<file path="src/rtl/pcs_pkg.sv">
package pcs_pkg;

  typedef enum logic [2:0] {
    PC_STEP      = 3'd0,
    PC_BR_SHORT  = 3'd1,
    PC_BR_LONG   = 3'd2,
    PC_JUMP      = 3'd3,
    PC_RETURN    = 3'd4,
    PC_HOLD      = 3'd5,
    PC_VEC_HI    = 3'd6,
    PC_VEC_LO    = 3'd7
  } pc_op_e;

  typedef enum logic [1:0] {
    STK_NONE  = 2'd0,
    STK_PUSH  = 2'd1,
    STK_POP   = 2'd2,
    STK_RSVD  = 2'd3
  } stk_op_e;

endpackage

</file>
<file path="src/rtl/pcs_next_addr.sv">
module pcs_next_addr
  import pcs_pkg::*;
#(
  parameter int AW     = 21,
  parameter int SW     = 8,
  parameter int LW     = 11,
  parameter int HI_VEC = 8,
  parameter int LO_VEC = 18
) (
  input  logic [AW-1:0] pc_q,
  input  pc_op_e        op,
  input  logic [SW-1:0] off_s,
  input  logic [LW-1:0] off_l,
  input  logic [AW-1:0] target,
  input  logic [AW-1:0] tos,
  output logic [AW-1:0] pc_nxt,
  output logic [AW-1:0] pc_inc
);

  localparam logic [AW-1:0] HI_ADDR = AW'(HI_VEC);
  localparam logic [AW-1:0] LO_ADDR = AW'(LO_VEC);

  logic [AW-1:0] sx_s;
  logic [AW-1:0] sx_l;

  assign sx_s   = {{(AW-SW){off_s[SW-1]}}, off_s};
  assign sx_l   = {{(AW-LW){off_l[LW-1]}}, off_l};
  assign pc_inc = pc_q + AW'(1);

  always_comb begin
    unique case (op)
      PC_STEP:     pc_nxt = pc_inc;
      PC_BR_SHORT: pc_nxt = pc_inc + sx_s;
      PC_BR_LONG:  pc_nxt = pc_inc + sx_l;
      PC_JUMP:     pc_nxt = target;
      PC_RETURN:   pc_nxt = tos;
      PC_HOLD:     pc_nxt = pc_q;
      PC_VEC_HI:   pc_nxt = HI_ADDR;
      PC_VEC_LO:   pc_nxt = LO_ADDR;
      default:     pc_nxt = pc_q;
    endcase
  end

endmodule

</file>
<file path="src/rtl/pcs_stack_mem.sv">
module pcs_stack_mem #(
  parameter int DW    = 21,
  parameter int DEPTH = 16,
  localparam int SA   = (DEPTH > 1) ? $clog2(DEPTH) : 1
) (
  input  logic          clk,
  input  logic          we,
  input  logic [SA-1:0] waddr,
  input  logic [DW-1:0] wdata,
  input  logic [SA-1:0] raddr,
  output logic [DW-1:0] rdata
);

  logic [DW-1:0] mem [DEPTH];

  always_ff @(posedge clk) begin
    if (we) mem[waddr] <= wdata;
  end

  assign rdata = mem[raddr];

endmodule

</file>
<file path="src/rtl/pcs_stack_ctrl.sv">
module pcs_stack_ctrl
  import pcs_pkg::*;
#(
  parameter int DEPTH = 16,
  localparam int SA   = (DEPTH > 1) ? $clog2(DEPTH) : 1,
  localparam int CW   = $clog2(DEPTH + 1)
) (
  input  logic          clk,
  input  logic          rst,
  input  stk_op_e       op,
  output logic          wr_en,
  output logic [SA-1:0] wr_addr,
  output logic [SA-1:0] rd_addr,
  output logic          empty,
  output logic          fault
);

  localparam logic [CW-1:0] FULL_CNT = CW'(DEPTH);

  logic [CW-1:0] cnt_q;
  logic [CW-1:0] cnt_m1;
  logic          full;
  logic          push_req, pop_req;
  logic          push_ok, pop_ok;
  logic          fault_q;

  assign full     = (cnt_q == FULL_CNT);
  assign empty    = (cnt_q == '0);
  assign push_req = (op == STK_PUSH);
  assign pop_req  = (op == STK_POP);
  assign push_ok  = push_req & ~full;
  assign pop_ok   = pop_req & ~empty;
  assign cnt_m1   = cnt_q - CW'(1);

  assign wr_en   = push_ok;
  assign wr_addr = cnt_q[SA-1:0];
  assign rd_addr = cnt_m1[SA-1:0];
  assign fault   = fault_q;

  always_ff @(posedge clk) begin
    if (rst) begin
      cnt_q   <= '0;
      fault_q <= 1'b0;
    end else begin
      if (push_ok)     cnt_q <= cnt_q + CW'(1);
      else if (pop_ok) cnt_q <= cnt_m1;
      if ((push_req & full) | (pop_req & empty)) fault_q <= 1'b1;
    end
  end

  assert_depth_bound_R9: assert property (@(posedge clk) disable iff (rst)
    cnt_q <= FULL_CNT);

  assert_overflow_flag_R9: assert property (@(posedge clk) disable iff (rst)
    (push_req && full) |=> (fault_q && cnt_q == FULL_CNT));

  assert_underflow_flag_R10: assert property (@(posedge clk) disable iff (rst)
    (pop_req && empty) |=> (fault_q && cnt_q == '0));

  assert_fault_sticky_R11: assert property (@(posedge clk) disable iff (rst)
    fault_q |=> fault_q);

  assert_idle_keeps_depth_R12: assert property (@(posedge clk) disable iff (rst)
    (op == STK_NONE || op == STK_RSVD) |=> $stable(cnt_q));

endmodule

</file>
<file path="src/rtl/pc_retstack.sv">
module pc_retstack
  import pcs_pkg::*;
#(
  parameter int AW      = 21,
  parameter int SW      = 8,
  parameter int LW      = 11,
  parameter int DEPTH   = 16,
  parameter int HI_VEC  = 8,
  parameter int LO_VEC  = 18
) (
  input  logic          clk,
  input  logic          rst,
  input  logic [2:0]    pc_op,
  input  logic [1:0]    stk_op,
  input  logic [SW-1:0] br_short,
  input  logic [LW-1:0] br_long,
  input  logic [AW-1:0] jump_target,
  output logic [AW-1:0] pc,
  output logic          stack_fault
);

  localparam int SA = (DEPTH > 1) ? $clog2(DEPTH) : 1;

  pc_op_e        op_c;
  stk_op_e       sop_c;
  logic [AW-1:0] pc_q, pc_nxt, pc_inc, tos, rd_data;
  logic          wr_en, empty;
  logic [SA-1:0] wr_addr, rd_addr;

  assign op_c  = pc_op_e'(pc_op);
  assign sop_c = stk_op_e'(stk_op);
  assign tos   = empty ? '0 : rd_data;

  pcs_next_addr #(
    .AW(AW), .SW(SW), .LW(LW), .HI_VEC(HI_VEC), .LO_VEC(LO_VEC)
  ) u_next (
    .pc_q   (pc_q),
    .op     (op_c),
    .off_s  (br_short),
    .off_l  (br_long),
    .target (jump_target),
    .tos    (tos),
    .pc_nxt (pc_nxt),
    .pc_inc (pc_inc)
  );

  pcs_stack_ctrl #(.DEPTH(DEPTH)) u_ctrl (
    .clk     (clk),
    .rst     (rst),
    .op      (sop_c),
    .wr_en   (wr_en),
    .wr_addr (wr_addr),
    .rd_addr (rd_addr),
    .empty   (empty),
    .fault   (stack_fault)
  );

  pcs_stack_mem #(.DW(AW), .DEPTH(DEPTH)) u_mem (
    .clk   (clk),
    .we    (wr_en),
    .waddr (wr_addr),
    .wdata (pc_inc),
    .raddr (rd_addr),
    .rdata (rd_data)
  );

  always_ff @(posedge clk) begin
    if (rst) pc_q <= '0;
    else     pc_q <= pc_nxt;
  end

  assign pc = pc_q;

  assert_step_R2: assert property (@(posedge clk) disable iff (rst)
    (op_c == PC_STEP) |=> (pc_q == $past(pc_q) + AW'(1)));

  assert_hold_R2: assert property (@(posedge clk) disable iff (rst)
    (op_c == PC_HOLD) |=> $stable(pc_q));

  assert_jump_R5: assert property (@(posedge clk) disable iff (rst)
    (op_c == PC_JUMP) |=> (pc_q == $past(jump_target)));

  assert_vec_hi_R6: assert property (@(posedge clk) disable iff (rst)
    (op_c == PC_VEC_HI) |=> (pc_q == AW'(HI_VEC)));

  assert_vec_lo_R6: assert property (@(posedge clk) disable iff (rst)
    (op_c == PC_VEC_LO) |=> (pc_q == AW'(LO_VEC)));

  assert_ret_after_push_R7: assert property (@(posedge clk) disable iff (rst)
    (wr_en ##1 (op_c == PC_RETURN)) |=> (pc_q == $past(pc_q, 2) + AW'(1)));

  assert_empty_return_R10: assert property (@(posedge clk) disable iff (rst)
    (empty && op_c == PC_RETURN) |=> (pc_q == '0));

endmodule

</file>
<file path="config.mk">
export PLATFORM = sky130hd
export DESIGN_NAME = pc_retstack
export DESIGN_NICKNAME = d
export VERILOG_FILES = /design/src/rtl/pcs_pkg.sv /design/src/rtl/pcs_next_addr.sv /design/src/rtl/pcs_stack_mem.sv /design/src/rtl/pcs_stack_ctrl.sv /design/src/rtl/pc_retstack.sv
export SDC_FILE = /design/constraint.sdc
export NUM_CORES = 1
export LEC_CHECK = 0
export ABC_AREA = 1
export CAP_MARGIN = 25
export CELL_PAD_IN_SITES_DETAIL_PLACEMENT = 1
export CELL_PAD_IN_SITES_GLOBAL_PLACEMENT = 2
export CORE_MARGIN = 2
export CORE_UTILIZATION = 41
export CTS_BUF_LIST = sky130_fd_sc_hd__clkbuf_4 sky130_fd_sc_hd__clkbuf_8
export DETAILED_ROUTE_END_ITERATION = 10
export GPL_TIMING_DRIVEN = 0
export PLACE_DENSITY_LB_ADDON = 0.1
export SLEW_MARGIN = 10
export SYNTH_ARGS = -nofsm -noshare
export SYNTH_HDL_FRONTEND = slang
export SYNTH_SLANG_ARGS = --single-unit
</file>
<file path="constraint.sdc">
create_clock -name clk -period 3.6 [get_ports clk]
set_input_delay 0.72 -clock clk [delete_from_list [all_inputs] [get_ports clk]]
set_output_delay 0.72 -clock clk [all_outputs]
set_load 0.005 [all_outputs]
</file>
==> results.txt <==
The run finished with clean final reports. Counting both buffers and inverters, the worst setup path holds a total of 5. Walking the worst path, the cells encountered are clkdlybuf4s50_1 > inv_1 > nor2_1 > nand2_2 > buf_4 > o21ai_0 > inv_1 > ha_1 > nand2_1 > nor2_1 > nand3_1 > nand3_1 > nand3_1 > nand2_1 > nand2_1 > nand3_1 > nand4_1 > nand2_1 > inv_1. The die outline height is 207 um. The remaining antenna violation count came out at 0. The x dimension of the die is 207 um. The floorplan has 74 rows.

The final layout net count is 1939. The share of the core filled with cells in the final layout is 0.501. The instance count of the mapped netlist is 1688. During synthesis, Yosys emitted a total of 0 warnings. The async set-or-reset flop fraction in the synthesized netlist came out at 0. In this run the worst path has a maximum fanout of 10. Setup repair after global routing could not meet its margin everywhere. The distinct cell type count of the synthesized netlist came out at 43. For this configuration, the core starts out at a cell density of 0.414. The number of enable-type register cells in the synthesized netlist is 336. With fillers left out, the area of the finished cells amounts to 0.0204 mm^2.

Summing every instance area after synthesis gives 0.0169 mm^2. Of the post-synthesis cell area, the dominant cell type holds 0.598. Wires add up to 60.9 mm. The number of remaining DRC errors is 0. The total cell area at the placement stage is 0.0188 mm^2.

The setup skew after layout came out at 0.0239 ns. For this run, the top clock speed supported by timing is 289 MHz. The global-route wire length before repair is 88.2 mm. Ranked by instance count, the synthesized netlist is headed by nand2_1 (495), edfxtp_1 (336), nand3_1 (267).

The number of I/O pins came out at 69. The worst stage delay on the critical path came out at 0.50 ns. The total of buffers placed on input and output ports is 68. STA classifies the critical path startpoint as an input port. The clock buffer count from CTS came out at 59. The total setup violations reported at the end of the flow is 0. In the routed layout, each cell is associated on average with a via count of 5.60. The global-route usage over all layers came out at 0.287. The total number of clock tree sinks came out at 363. In the final routed layout, each cell accounts on average for 25.0 um. The fraction of layout cells with a size suffix above 1 came out at 0.146. The tree is rooted in a clkbuf_8.

The post-synthesis register bit count came out at 363. Entering global routing, the biggest net connects 21 pins. The required time at the worst-slack endpoint came out at 4.14 ns.

The clock period could shrink to 3.45 ns. The floorplan step defined a core boundary enclosing 0.0407 mm^2. The via count of the first global-routing pass came out at 13900. The number of nets handed over by synthesis was 1763. At the end of routability-driven placement, the weighted congestion stood at 0.896. Of the available clock period, the critical path in the final layout requires 0.960. The later-pin clock latency in the skew report is 0.65 ns. The number of buffers added to fix hold violations after cts is 0. TritonCTS built the clock tree.

Ranked by total cell area, the synthesized netlist is headed by edfxtp_1 (60%), nand2_1 (11%), nand3_1 (7.9%). The worst endpoint data arrival time came out at 4.00 ns. Summed over all cells, the static leakage comes to 7.80 nW.

The final count of pins violating max slew came out at 0. Among all stages on the critical path, the largest delay is contributed by clkdlybuf4s50_1. The area growth from synthesis to layout is 20.8%. Clock-pin slew was measured on the worst setup and hold paths at 0.07 ns. The worst setup path is captured at a flip-flop. The leftover overflow at the end of global routing is 0. The final number of hold-violating endpoints is 0. The total die area came out at 0.0428 mm^2.

The transition time at the pin with the least slew margin is 1.01 ns. The post-DP HPWL is 43.3 mm. The type of the worst min-delay path is reg2reg. The cell class contributing the biggest share of worst-path delay is simple AND/OR/NAND/NOR gates. The number of max-cap violations is 0.

The worst-case IR drop observed on VDD is 0.357 mV. nand2_1 is the most common cell in the netlist. The initial DRC count is 1068.

The first detailed-routing pass ran for 5 iterations. The ratio of total power to cell area is 577 mW/mm^2. The overall via count from detail_route is 13700. The depth of the CTS H-tree is 2. Averaged over all synthesized cells, the footprint is 10.0 um^2. The most used flip-flop cell after synthesis is edfxtp_1. Of all cell types, the one taking the most synthesized area is edfxtp_1. The buffer depth of the longest clock path is 3.

The share of the Yosys chip area taken by registers is 0.630. The worst slew margin relative to its limit came out at 0.324. The number of antenna violations at the first check in global routing was 1. The class of the most critical setup path is in2reg.
cell type report:
class | instances | area [um^2]
clock inverter | 23 | 188
inverter | 104 | 404
buffer | 79 | 415
clock buffer | 82 | 991
antenna | 1 | 2.50
timing repair inverter | 1 | 7.51
timing repair buffer | 114 | 1250
multi-input combinational | 1142 | 5830
fill | 4553 | 20300
tap | 532 | 666
sequential | 363 | 10600
worst paths after layout:
kind                         from  slack, ns         endpoint  cells after the start
setup / recovery         pc_op[1]       0.15           pc[18]                     19
setup reg to reg            pc[0]       0.16           pc[18]                     16
hold / removal    u_ctrl.cnt_q[4]       0.50  u_ctrl.cnt_q[4]                      2
hold reg to reg   u_ctrl.cnt_q[4]       0.50  u_ctrl.cnt_q[4]                      2
through the flow:
step | hold slack [ns] | power (mW) | setup WS, ns | TNS [ns] | cells
2_1_floorplan | 0.459 | 6.75 | 0.347 | 0 | 1688
3_3_place_gp | 0.471 | 7.94 | -2.33 | -453.21 | 2288
6_report | 0.501 | 11.8 | 0.146 | 0 | 2441
3_5_place_dp | 0.473 | 8.06 | -1.14 | -13.73 | 2317
4_1_cts | 0.495 | 11.8 | -0.0958 | -0.0958 | 2424
5_1_grt | 0.514 | 12.3 | -0.0127 | -0.0232 | 2441
power breakdown:
part | switching, mW | internal (mW)
Combinational | 2.22 | 0.950
Sequential | 0.0933 | 4.83
Clock | 1.69 | 1.99
sequential cells by signal, summed over array words and instances (netlist names):
register	flops
u_mem.mem	336
pc	21
u_ctrl.cnt_q	5
u_ctrl.fault	1
layer usage:
metal  GRT usage  wire (um)
met5           0          0
met2       0.493      30000
met1       0.373      24900
met3      0.0370       3830
met4       0.107       2130
worst min-delay path, stage by stage, from the launching register on:
cell and delay (ns):
dfxtp_1 0.31, inv_1 0.08, a21oi_1 0.06
cells in the final DEF (no fill, tap or decap), types with 8 or more instances in the layout:
cell type	instances
nand2_1	492
edfxtp_1	336
nand3_1	266
a21oi_1	103
inv_1	94
clkdlybuf4s50_1	68
nor2_1	66
clkbuf_8	60
o21ai_0	46
buf_2	43
buf_4	36
clkbuf_4	25
ha_1	24
dfxtp_1	23
a22oi_1	19
nand4_1	15
nor2_4	15
clkbuf_1	12
clkinv_1	10
o21ai_1	8
kinds of logic (layout without fill, tap and decap cells):
family / Yosys count / after routing / share of synthesized area
buf+inv: 183 / 403 / 0.0456
simple gates: 897 / 897 / 0.227
other cells: 0 / 1 / 0
xor+xnor: 16 / 16 / 0.00986
flops: 363 / 363 / 0.630
fa+ha+maj: 28 / 28 / 0.0212
compound gates: 201 / 201 / 0.0665
what timing repair did:
action | in CTS | in global routing
resized for setup | 29 | 46
setup buffers | 2 | 15
setup endpoints to repair | 20 | 20
gates cloned | 0 | 1
pin swaps | 2 | 7
Note: power is estimated with default switching activity, not from simulation.
